**config.mk**
```make
export PLATFORM = sky130hd
export DESIGN_NAME = cart_mapper
export DESIGN_NICKNAME = d
export VERILOG_FILES = /design/src/rtl/cart_mapper.sv
export SDC_FILE = /design/constraint.sdc
export NUM_CORES = 1
export LEC_CHECK = 0
export BUFFER_PORTS_ARGS = -buffer_cell sky130_fd_sc_hd__buf_2
export CAP_MARGIN = 20
export CORE_ASPECT_RATIO = 1.1
export CORE_MARGIN = 5
export CORE_UTILIZATION = 45
export CTS_BUF_LIST = sky130_fd_sc_hd__clkbuf_2
export DETAILED_ROUTE_END_ITERATION = 10
export HOLD_SLACK_MARGIN = 0.03
export PLACE_DENSITY = 0.8
export SYNTH_ARGS = -nofsm -noshare
export SYNTH_HDL_FRONTEND = slang
export SYNTH_SLANG_ARGS = --single-unit
```
**constraint.sdc**
```tcl
create_clock -name clk -period 3.3 [get_ports clk]
set_input_delay 0.495 -clock clk [delete_from_list [all_inputs] [get_ports clk]]
set_output_delay 0.495 -clock clk [all_outputs]
set_load 0.1 [all_outputs]
```
**src/rtl/cart_mapper.sv**
```systemverilog
module cart_mapper #(
  parameter int          REG_AW  = 8,
  parameter logic [7:0]  BANK_RST = 8'h00,
  parameter logic [7:0]  CFG_RST  = 8'h40
) (
  input  logic              clk,
  input  logic              rst_n,
  input  logic              cpu_rw,
  input  logic [7:0]        cpu_wdata,
  input  logic [REG_AW-1:0] reg_off,
  input  logic              sel_io2,
  input  logic              sel_ram123,
  input  logic              sel_blk1,
  input  logic              sel_blk2,
  input  logic              sel_blk3,
  input  logic              sel_blk5,
  output logic              flash_ce,
  output logic              sram_ce,
  output logic              sram_we,
  output logic [8:0]        flash_hi,
  output logic [2:0]        sram_page,
  output logic [7:0]        reg_rdata,
  output logic              reg_rdata_oe
);

  logic [7:0] bank_q, cfg_q;
  logic       locked, hit_bank, hit_cfg, low_ram, blk1_ram, blk5_ram, ram_hit;

  assign locked   = cfg_q[7];
  assign hit_bank = sel_io2 && !locked && (reg_off == REG_AW'(0));
  assign hit_cfg  = sel_io2 && !locked && (reg_off == REG_AW'(1));

  always_ff @(posedge clk or negedge rst_n) begin
    if (!rst_n) begin
      bank_q <= BANK_RST;
      cfg_q  <= CFG_RST;
    end else if (!cpu_rw) begin
      if (hit_bank) bank_q <= cpu_wdata;
      if (hit_cfg)  cfg_q  <= cpu_wdata;
    end
  end

  assign low_ram  = sel_ram123 && cfg_q[3] && !cfg_q[4];
  assign blk1_ram = sel_blk1   && cfg_q[3] &&  cfg_q[4];
  assign blk5_ram = sel_blk5   && cfg_q[5];
  assign ram_hit  = low_ram || blk1_ram || sel_blk2 || sel_blk3 || blk5_ram;

  assign flash_ce = sel_blk5 && !cfg_q[5] && cpu_rw;
  assign sram_ce  = ram_hit;
  assign sram_we  = ram_hit && !cpu_rw && !(sel_blk5 && cfg_q[6]);
  assign flash_hi = {cfg_q[0], bank_q};

  always_comb begin
    sram_page = 3'd0;
    if (sel_blk1)      sram_page = 3'd1;
    else if (sel_blk2) sram_page = 3'd2;
    else if (sel_blk3) sram_page = 3'd3;
    else if (sel_blk5) sram_page = 3'd4;
  end

  assign reg_rdata_oe = cpu_rw && (hit_bank || hit_cfg);
  assign reg_rdata    = !reg_rdata_oe ? 8'h00 : (hit_cfg ? cfg_q : bank_q);

endmodule


```
### Yosys cells after proc, flatten, opt, wreduce, memory -nomap -nowiden

Cells that the tools add are included.

* add/subtract/negate cells: 0
* magnitude comparators: 0
* bitwise operators: 1
* reductions and logical operators: 27
* multiply operators: 0
* muxes and demuxes: 6
* divide/modulo/power cells: 0
* eq/ne operators: 1
* shifts and indexed selects: 0

Operators by type and width (number)
* 8-bit two-way mux: 2
* 1-bit logical AND: 14
* 3-bit two-way mux: 4
* 8-bit by 1-bit equality test with 1-bit output (second input constant): 1
* 8-bit logical NOT: 1
* 1-bit logical NOT: 5
* 1-bit logical OR: 5
* 2-bit AND reduction: 2
* 1-bit inverter: 1

* ROM bits: 0
* bits in registers: 16
* RAM bits: 0
* bits of input ports: 25
* latch bits: 0
* memories: 0
* word-level logic and storage cells: 37

### Logic depth before layout (Yosys ltp)

Gate-level depths: netlist of the first run.

* depth in word-level cells: 8
* depth in mapped cells: 4
* gate-level depth less buffers: 3

### Worst setup path after synthesis of the first run

Ideal clock, no wire load.

* path kind: input to output
* start: input port sel_blk3
* end: output port sram_page[2]
* path slack: -0.214 ns
* required time: 2.805 ns
* arrival time: 3.019 ns
* stages: 2
* cell sequence: or2_2 > nor3b_1

* cells in the longest elaborated chain, start to end: 3

RTL lines
* from (decl): line 15 `input logic sel_blk3,`
* 3-bit two-way mux: line 57 `else if (sel_blk3) sram_page = 3'd3;`
* 3-bit two-way mux: line 56 `else if (sel_blk2) sram_page = 3'd2;`
* 3-bit two-way mux: line 55 `if (sel_blk1) sram_page = 3'd1;`
* to (decl): line 21 `output logic [2:0] sram_page,`

Every way passes these cells.

### Final worst setup path of the first run

* start: input port reg_off[1]
* end: output port reg_rdata[2]

* cells in the longest elaborated chain, start to end: 5
* elaborated cells on any way between the ends: 8

RTL lines
* from (decl): line 10 `input logic [REG_AW-1:0] reg_off,`
* 8-bit by 1-bit equality test with 1-bit output or 8-bit logical NOT (tied branches): line 31, 30
* 1-bit logical AND, on equally long branches: line 31, 30
* 1-bit logical OR: line 61 `assign reg_rdata_oe = cpu_rw && (hit_bank || hit_cfg);`
* 1-bit logical AND: line 61
* 8-bit two-way mux *: line 62 `assign reg_rdata = !reg_rdata_oe ? 8'h00 : (hit_cfg ? cfg_q : bank_q);`
* to (decl): line 22 `output logic [7:0] reg_rdata,`

Mark *: on every way between the ends. The rest lies on a longest branch, timed or not.

==> reports/metrics.cfg, run 1 <==
[outcome]
status=completed

[setup_path]
worst-path-stages=5
cp_slowest_cell=or4_1
endpoint_kind=output port
cp.required_ns=2.80
worst_path_most_repeated_cell=buf_2
slowest_delay_ns=0.69
crit_type=input pin to output port
crit_fanout=9
startpoint_type=input pin
r2r_start=cfg_q[7]
cp_top_family=simple AND/OR/NAND/NOR gates
cp.arrival_ns=2.49
rr_worst_depth=2
critPathLaunch=reg_off[1]
path_buf_inv=2
path_cells=buf_2, or4b_4, or4_1, nor2_1, buf_2
rrSetupSlack_ns=1.68

[sta]
relSlewSlack_pct=59.3
fin_worst_skew_ns=0.00834
slew_violations=0
rsz0062_at_grt=false
hold_violations=0
whs_ns=0.0762
tightest_slew_ns=0.608
fin_crit_sh_pct=90.3
fmax_mhz=336
setup_viol=0
min_period_ns=2.98

[pwr]
ir_drop_mv=0.275
power.leakage_nw=0.659
pwr_density_cell_mw_per_mm2=320
power.total_w=0.000396

[global_routing]
top_usage_layer=met2
met2_usage_pct=27.5
antenna_found_initial=0
grt_pass1_wl_mm=3.43
first_global_vias=805
grtUsageTotal_pct=15.4
grt_overflow_total=0
grt_max_degree=17
use_met1_pct=16.7
use_met3_pct=3.70

[clock_network]
cts_tree=built
ctsHoldBuffers=0
post_cts_buffers=0
clk_pin_slew_ns=0.15
clockBufferDepth=2
cts.sinks=16
cts-root-buf=clkbuf_2
cts_buffers=3
cts_resized=0
htree_levels=1
insertion_delay_ns=0.30

[placement]
place.gp.congestion=0.678
numPortBuffers=48
postPlaceCellArea_mm2=0.00122
hpwlAfterDp_mm=1.74

[routing]
drt_iter0_drc=5
vias=731
route.detailed.drc=0
dr.pass1.iters=3
finalWirelength_mm=2.14
wire_per_inst_um=14.5
drtAntennaViolNets=0
vias_per_cell=4.97

[yosys]
synth_seq_area_share_pct=45.7
synth_cells=70
syn_nets=95
yosysTopAreaCellShare_pct=42.7
ys_top_cells_by_area=dfrtp_1 43%, mux2_2 20%, mux2i_1 8.0%, nor2_1 3.4%, dfstp_2 3.0%
synth_cell_type_count=24
synth_top_cell_by_area=dfrtp_1
syn_avg_cell_area_um2=12.6
yosys_warnings=0
syn_area_um2=880
synth_seq_cells=16

[finish]
area_growth_syn_to_layout_pct=40.5
finalNetCount=146
stdcell_area_mm2=0.00124
drive_gt1_share_pct=62.5
fin_util_pct=67.9
num-fill-cells=145
antenna_cells=0

[floorplanning]
design.core.area_mm2=0.00182
dieArea_mm2=0.00294
core.rowCount=16
io_pins=49
die_h_um=56.4
start_util_pct=48.3
fp.dieW_um=52.2

[run]
maxCapViolations=0

[min_path]
hold_class=input pin to async pin

-- synthesized netlist by cell type --
cell type  count
or2_2          1
nand2_1        1
buf_4          1
buf_6          1
a41o_1         1
a221o_1        1
nor3b_1        2
nor2_1         8
nand2b_1       1
or4b_4         1
or4_1          2
inv_1          3
buf_2          1
nor3b_2        1
nor3_1         1
and3_1         1
dfstp_2        1
nor2b_1        1
mux2i_1        7
mux2_2        16
nor4_4         1
dfrtp_1       15
nor4b_4        1
a21o_1         1
-- cell families after synthesis --
kind of cell	count (synthesis)	share of synthesized area, %
multiplexers	23	28.4
AND/OR/NAND/NOR	22	18.8
flip-flops	16	45.7
buffers and inverters	6	3.98
AO/OA/AOI/OAI	3	3.13
-- layout make-up --
cell class,count,area (µm²),share of cell area [%]
sequential,16,402,32.5
clock buffer,3,15.0,1.21
inverter,3,11.3,0.911
clock inverter,1,3.75,0.304
timing repair buffer,49,323,26.1
multi-input combinational,48,448,36.2
tap,27,33.8,2.73
-- metal layers --
metal  up-vias  part of all wire, %
met3         3                  7.0
met4         0                 0.98
li1        354                    -
met1       351                   37
met5         -                    0
met2        23                   55
-- cells in the final DEF (no fill, tap or decap), drive strengths merged --
cell / count
nor3: 1
a21o: 1
a221o: 1
and3: 1
or2: 1
nor4: 1
or4: 2
nor2: 8
nand2b: 1
nand2: 1
mux2i: 7
dfrtp: 15
a41o: 1
nor3b: 3
mux2: 16
inv: 3
clkinv: 1
buf: 49
dfstp: 1
nor4b: 1
or4b: 1
nor2b: 1
clkbuf: 3
-- path summary, 6_finish.rpt --
kind / end
setup reg to reg: bank_q[0]
setup / recovery: reg_rdata[2]
max in group asynchronous: cfg_q[6]
hold / removal: bank_q[1]
hold reg to reg: cfg_q[1]
min in group clk: bank_q[5]
-- flip-flops by register name, summed over array words and instances (netlist names) --
signal and flops:
cfg_q 8, bank_q 8
-- report_power, final --
part	switching (W)	total (W)	internal (W)
sequential	0.00000426	0.000206	0.000202
combinational	0.0000745	0.000102	0.0000271
clock	0.0000622	0.0000885	0.0000263
-- through the flow --
stage | std cells | setup TNS (ns) | setup WS, ns
2_1_floorplan | 70 | -1.49 | -0.191
3_3_place_gp | 143 | 0 | 0.363
6_report | 147 | 0 | 0.320
4_1_cts | 147 | 0 | 0.342
5_1_grt | 147 | 0 | 0.288
3_5_place_dp | 143 | 0 | 0.345
Power figures use the tool's default switching activity.
==> inputs of run 2 (changes only) <==
--- a/config.mk
+++ b/config.mk
@@ -5,6 +5,7 @@
 export SDC_FILE = /design/constraint.sdc
 export NUM_CORES = 1
 export LEC_CHECK = 0
+export ABC_AREA = 1
 export BUFFER_PORTS_ARGS = -buffer_cell sky130_fd_sc_hd__buf_2
 export CAP_MARGIN = 20
 export CORE_ASPECT_RATIO = 1.1
@@ -13,7 +14,7 @@
 export CTS_BUF_LIST = sky130_fd_sc_hd__clkbuf_2
 export DETAILED_ROUTE_END_ITERATION = 10
 export HOLD_SLACK_MARGIN = 0.03
-export PLACE_DENSITY = 0.8
+export PLACE_DENSITY = 0.77
 export SYNTH_ARGS = -nofsm -noshare
 export SYNTH_HDL_FRONTEND = slang
 export SYNTH_SLANG_ARGS = --single-unit
==> run 2 against run 1 <==
Synthesized area is 20% higher. Wire length is 19% higher. Clock skew fell by 0.0079 ns. Clock power grew 2%. Sequential cell count unchanged. Critical path type is now flop to output port. Critical endpoint is now reg_rdata[0].
==> reports/metrics.cfg, run 2 <==
[yosys]
ys_top_cells_by_area=dfrtp_1 36%, nand2_1 19%, inv_1 7.5%, nor2_1 7.1%, nor2_4 6.4%
synth_ff_type=dfrtp_1
syn_nets=172
syn_avg_cell_area_um2=7.18
synth_commonest_cells=54 x nand2_1, 21 x inv_1, 20 x nor2_1
synth_seq_cells=16
async_reset_ff_share_pct=100
synth.most_common_cell=nand2_1
synth_cell_type_count=23
synth_edf_count=0
synth_seq_area_share_pct=38.0
syn_area_mm2=0.00106
synth_cells=147
yosysTopAreaCellShare_pct=35.5
yosys_warnings=0
synth_top_cell_by_area=dfrtp_1

[placement]
place.gp.congestion=0.778
numPortBuffers=48
postPlaceCellArea_mm2=0.00133
hpwlAfterDp_mm=2.04
place_inst=223

[clock_network]
cts_tree=built
cts-root-buf=clkbuf_2
cts.sinks=16
cts_buffers=3
insertion_delay_ns=0.30
post_cts_buffers=0
ctsHoldBuffers=0
clockBufferDepth=2
cts_resized=0
htree_levels=1
clk_pin_slew_ns=0.15

[pwr]
switching_share_pct=33.4
ir_drop_mv=0.225
power.leakage_nw=0.857
power.total_w=0.000362
p_clk_share_pct=24.9
pwr_density_cell_mw_per_mm2=269
pwr-share-seq_pct=54.2
internal_power_w=0.000241
p_sw_w=0.000121
power_frac_comb_pct=20.9

[routing]
drt_iter0_drc=23
dr.pass1.iters=4
drtAntennaViolNets=0
finalWirelength_mm=2.55
wire_per_inst_um=11.2
vias=1059
vias_per_cell=4.67
route.detailed.drc=0

[floorplanning]
dieArea_mm2=0.00342
core.rowCount=18
design.core.area_mm2=0.00225
start_util_pct=46.9
fp.dieW_um=56.2
io_pins=49
die_h_um=60.8

[setup_path]
cp.arrival_ns=1.94
slowest_delay_ns=0.44
path_cells=inv_1, nand2_2, nor2_4, nand3_2, nor2_4, nand2_1, nor2_1, buf_2
cp.required_ns=2.80
startpoint_type=flop
path_buf_inv=2
cp_top_family=simple AND/OR/NAND/NOR gates
worst_path_most_repeated_cell=nor2_4
crit_type=flop to output port
crit_fanout=8
endpoint_kind=output port
cp_slowest_cell=buf_2

[sta]
min_period_ns=2.43
tightest_slew_ns=0.500
fmax_mhz=411
setup_viol=0
rsz0062_at_grt=false
hold_violations=0
fin_tns_setup_ns=0
fin_crit_sh_pct=73.8
relSlewSlack_pct=66.9
fin_worst_skew_ns=0.000415
slew_violations=0

[finish]
fin_cells=227
finalNetCount=223
antenna_cells=0
drive_gt1_share_pct=37.1
final_common_cell=nand2_1
layout_common_cells=54 x nand2_1, 48 x buf_2, 21 x inv_1
stdcell_area_mm2=0.00135
reg_top3=bank_q: 8 flops, cfg_q: 8 flops
area_growth_syn_to_layout_pct=27.7

[global_routing]
antenna_found_initial=0
grtUsageTotal_pct=16.3
grt_max_degree=17
grt_pass1_wl_mm=4.42
grt_overflow_total=0
first_global_vias=1026

[outcome]
status=completed

[min_path]
hold_class=input pin to async pin

[run]
maxCapViolations=0

## run 2: changes by cell type after synthesis, moves of 5 or more
cell     previous run  this run
nor2_1              8        20
mux2i_1             7         0
nand2_2             0         5
inv_1               3        21
nand2_1             1        54
nand3_1             0         9
mux2_2             16         0
nor2_4              0         6
## run 2: layout make-up
class	instances	area, µm²
Clock buffer	3	15.0
Clock inverter	1	3.75
Fill cell	219	903
Inverter	21	78.8
Multi-Input combinational cell	108	572
Sequential cell	16	402
Tap cell	30	37.5
Timing Repair Buffer	48	240
## run 2: per-stage QoR
| stage | hold slack [ns] | setup WS [ns] | utilization, % |
|---|---|---|---|
| 2_1_floorplan | 0.199 | 0.0183 | - |
| 3_3_place_gp | 0.428 | 1.02 | 59.1 |
| 3_5_place_dp | 0.428 | 0.988 | 59.1 |
| 4_1_cts | 0.0805 | 0.850 | 59.9 |
| 5_1_grt | 0.0917 | 0.687 | 59.9 |
| 6_report | 0.0729 | 0.865 | 59.9 |
## run 2: worst register-to-register path, cell delays in order, from the launching register on
cell,delay (ns)
dfrtp_1,0.41
inv_1,0.08
nand2_2,0.06
nor2_4,0.14
nand3_4,0.20
nor2_4,0.22
nand2_1,0.08
nand2_1,0.06
## run 2: logic make-up after synthesis
kind of cell	after synthesis	synth area share [%]
buffers and inverters	23	9.24
flip-flops	16	38.0
AO/OA/AOI/OAI	5	2.96
AND/OR/NAND/NOR	103	49.8
## run 2: power by group through the flow
stage / Sequential [W] / Combinational, W / Clock [W]
detailed placement: 0.000200 / 0.0000762 / 0
global placement: 0.000200 / 0.0000749 / 0
global route: 0.000196 / 0.0000813 / 0.000100
floorplan: 0.000200 / 0.0000461 / 0
finish: 0.000196 / 0.0000757 / 0.0000903
CTS: 0.000196 / 0.0000763 / 0.0000926
## run 2: worst paths after layout
| path | startpoint | endpoint | slack [ns] | cells after the start |
|---|---|---|---|---|
| worst min register to register | cfg_q[2] | cfg_q[2] | 0.50 | 2 |
| worst min-delay path | rst_n | bank_q[7] | 0.07 | 1 |
| min in group clk | cpu_wdata[6] | cfg_q[6] | 0.38 | 3 |
| worst max register to register | cfg_q[7] | cfg_q[1] | 2.00 | 7 |
| worst max-delay path | cfg_q[7] | reg_rdata[0] | 0.87 | 8 |
| max in group asynchronous | rst_n | cfg_q[6] | 2.92 | 1 |
## run 2: per-layer routing
| metal | track usage [%] | up-vias | part of all wire [%] |
|---|---|---|---|
| met4 | 6.78 | 0 | 1.7 |
| met2 | 28.5 | 36 | 51 |
| met5 | 0 | - | 0 |
| li1 | - | 546 | - |
| met3 | 4.68 | 5 | 7.9 |
| met1 | 19.1 | 472 | 39 |
==> inputs of run 3 (changes only) <==
--- a/config.mk
+++ b/config.mk
@@ -5,7 +5,7 @@
 export SDC_FILE = /design/constraint.sdc
 export NUM_CORES = 1
 export LEC_CHECK = 0
-export ABC_AREA = 1
+export ABC_AREA = 0
 export BUFFER_PORTS_ARGS = -buffer_cell sky130_fd_sc_hd__buf_2
 export CAP_MARGIN = 20
 export CORE_ASPECT_RATIO = 1.1
@@ -14,7 +14,7 @@
 export CTS_BUF_LIST = sky130_fd_sc_hd__clkbuf_2
 export DETAILED_ROUTE_END_ITERATION = 10
 export HOLD_SLACK_MARGIN = 0.03
-export PLACE_DENSITY = 0.77
+export PLACE_DENSITY = 0.8
 export SYNTH_ARGS = -nofsm -noshare
 export SYNTH_HDL_FRONTEND = slang
 export SYNTH_SLANG_ARGS = --single-unit
==> constraint.sdc (replaced) <==
create_clock -name clk -period 2.4 [get_ports clk]
set_input_delay 0.36 -clock clk [delete_from_list [all_inputs] [get_ports clk]]
set_output_delay 0.36 -clock clk [all_outputs]
set_load 0.1 [all_outputs]
==> run 3 against run 2 <==
Core utilization rose by 16 points. Critical path type is now input pin to output port. Setup slack got worse by 0.84 ns. Clock power rose by 40%. Combinational power rose by 92%. Register-to-register slack got worse by 1.1 ns. Sequential cell count did not move. Critical endpoint is now reg_rdata[7]. Sequential power rose by 44%. Die area fell by 14%. Total power rose by 53%.
==> reports/metrics.cfg, run 3 (synthesis gave the netlist of run 1 again) <==
[floorplanning]
dieArea_mm2=0.00294
start_util_pct=48.3
die_h_um=56.4
core.rowCount=16
io_pins=49
design.core.area_mm2=0.00182
fp.dieW_um=52.2

[sta]
rsz0062_at_grt=true
setup_viol=0
tightest_slew_ns=0.489
hold_violations=0
fin_crit_sh_pct=99.1
min_period_ns=2.38
slew_violations=0
fin_worst_skew_ns=0.00128
fmax_mhz=420
relSlewSlack_pct=67.6

[min_path]
whs_path_depth=2
hold_class=input pin to flop

[routing]
vias=772
finalWirelength_mm=2.45
drtAntennaViolNets=0
dr.pass1.iters=4
drt_iter0_drc=10
route.detailed.drc=0
vias_per_cell=5.05
wire_per_inst_um=16.0

[setup_path]
rr_worst_depth=3
endpoint_kind=output port
cp_top_family=simple AND/OR/NAND/NOR gates
cp.required_ns=2.04
crit_path_end=reg_rdata[7]
r2r_start=cfg_q[7]
cp.arrival_ns=2.02
cp_slowest_cell=or4_4
path_buf_inv=2
crit_type=input pin to output port
startpoint_type=input pin
crit_fanout=5
r2r_end=bank_q[7]
worst-path-stages=5
path_cells=buf_2, or4_4, or4_4, nor3b_4, buf_12
slowest_delay_ns=0.55
worst_path_most_repeated_cell=or4_4
rrSetupSlack_ns=0.93
critPathLaunch=reg_off[5]

[placement]
numPortBuffers=48
place_inst=147
place.gp.congestion=0.675
hpwlAfterDp_mm=1.85

[finish]
area_growth_syn_to_layout_pct=56.6
sequential_cell_area_um2=402
num-fill-cells=116
reg_top3=bank_q: 8 flops, cfg_q: 8 flops
multi_input_comb_area_um2=489
finalNetCount=152
antenna_cells=0
layout_common_cells=39 x buf_2, 16 x mux2_2, 15 x dfrtp_1
fin_cells=153
final_common_cell=buf_2
drive_gt1_share_pct=69.0

[clock_network]
clockBufferDepth=2
cts_buffers=3
cts.sinks=16
insertion_delay_ns=0.30
post_cts_buffers=0
cts-root-buf=clkbuf_2
clk_pin_slew_ns=0.16
htree_levels=1
cts_tree=built

[global_routing]
grtUsageTotal_pct=18.1
grt_overflow_total=0
antenna_found_initial=0
first_global_vias=865
grt_max_degree=17
grt_pass1_wl_mm=3.91

[outcome]
status=completed

[run]
maxCapViolations=0

[pwr]
power.leakage_nw=0.707
pwr_density_cell_mw_per_mm2=402
power.total_w=0.000554
ir_drop_mv=0.431

==> run 3: cell count changes in the layout (fill, tap and decap cells not counted), sizes merged, moves of 5 or more <==
cell | before | now
buf | 48 | 53
inv | 21 | 3
mux2 | 0 | 16
mux2i | 0 | 7
nand2 | 60 | 1
nand3 | 12 | 0
nor2 | 27 | 8
==> run 3: through the flow <==
stage               instance area [µm²]  hold slack (ns)  TNS (ns)  util, %  setup slack [ns]
global route                       1380            0.291   -0.0589     75.6           -0.0215
finish                             1380            0.298         0     75.6            0.0208
global placement                   1320            0.282         0     72.7           0.00216
floorplan                           907           0.0644     -6.26        -            -0.800
detailed placement                 1320            0.293   -0.0184     72.7           -0.0184
CTS                                1360            0.288  -0.00427     74.6          -0.00209
==> run 3: worst min-delay path by stage <==
| stage | from | end | slack (ns) |
|---|---|---|---|
| global placement | rst_n | bank_q[2] | 0.28 |
| detailed placement | rst_n | bank_q[1] | 0.29 |
| floorplan | rst_n | bank_q[0] | 0.06 |
| global route | cpu_wdata[2] | bank_q[2] | 0.29 |
| finish | cpu_wdata[0] | cfg_q[0] | 0.30 |
| CTS | cpu_wdata[2] | bank_q[2] | 0.29 |
==> run 3: metal layers <==
metal | share of wire (%) | wire (µm) | vias up | GRT usage (%)
li1 | - | - | 367 | -
met1 | 35 | 849 | 376 | 18.4
met2 | 59 | 1440 | 25 | 35.4
met3 | 5.0 | 123 | 4 | 1.85
met4 | 1.4 | 35 | 0 | 7.66
met5 | 0 | 0 | - | 0
==> run 3: what timing repair did <==
item | in CTS | in global routing
cloned | 0 | 1
pin swaps | 1 | 2
endpoints found under the setup margin | 1 | 6
hold buffers | 1 | 0
resized for setup | 1 | 4
endpoints found under the hold margin | 15 | 0
==> run 3: layout make-up <==
cell class,count,share of cell area (%)
well taps,27,2.45
multi-input cells,49,35.5
inverters,3,0.817
clock inverters,1,0.272
flip-flops and latches,16,29.2
clock buffers,3,1.09
repair buffers,54,30.7
==> run 3: worst register-to-register path, cell delays in order, from the launching register on <==
cell and delay (ns):
dfrtp_1 0.51, nor4b_4 0.30, buf_4 0.22, mux2_2 0.35
==> run 3: where the power goes <==
part           switching (W)  total (W)  internal (W)
clock network      0.0000893   0.000126     0.0000362
logic               0.000105   0.000145     0.0000401
registers         0.00000607   0.000283      0.000277
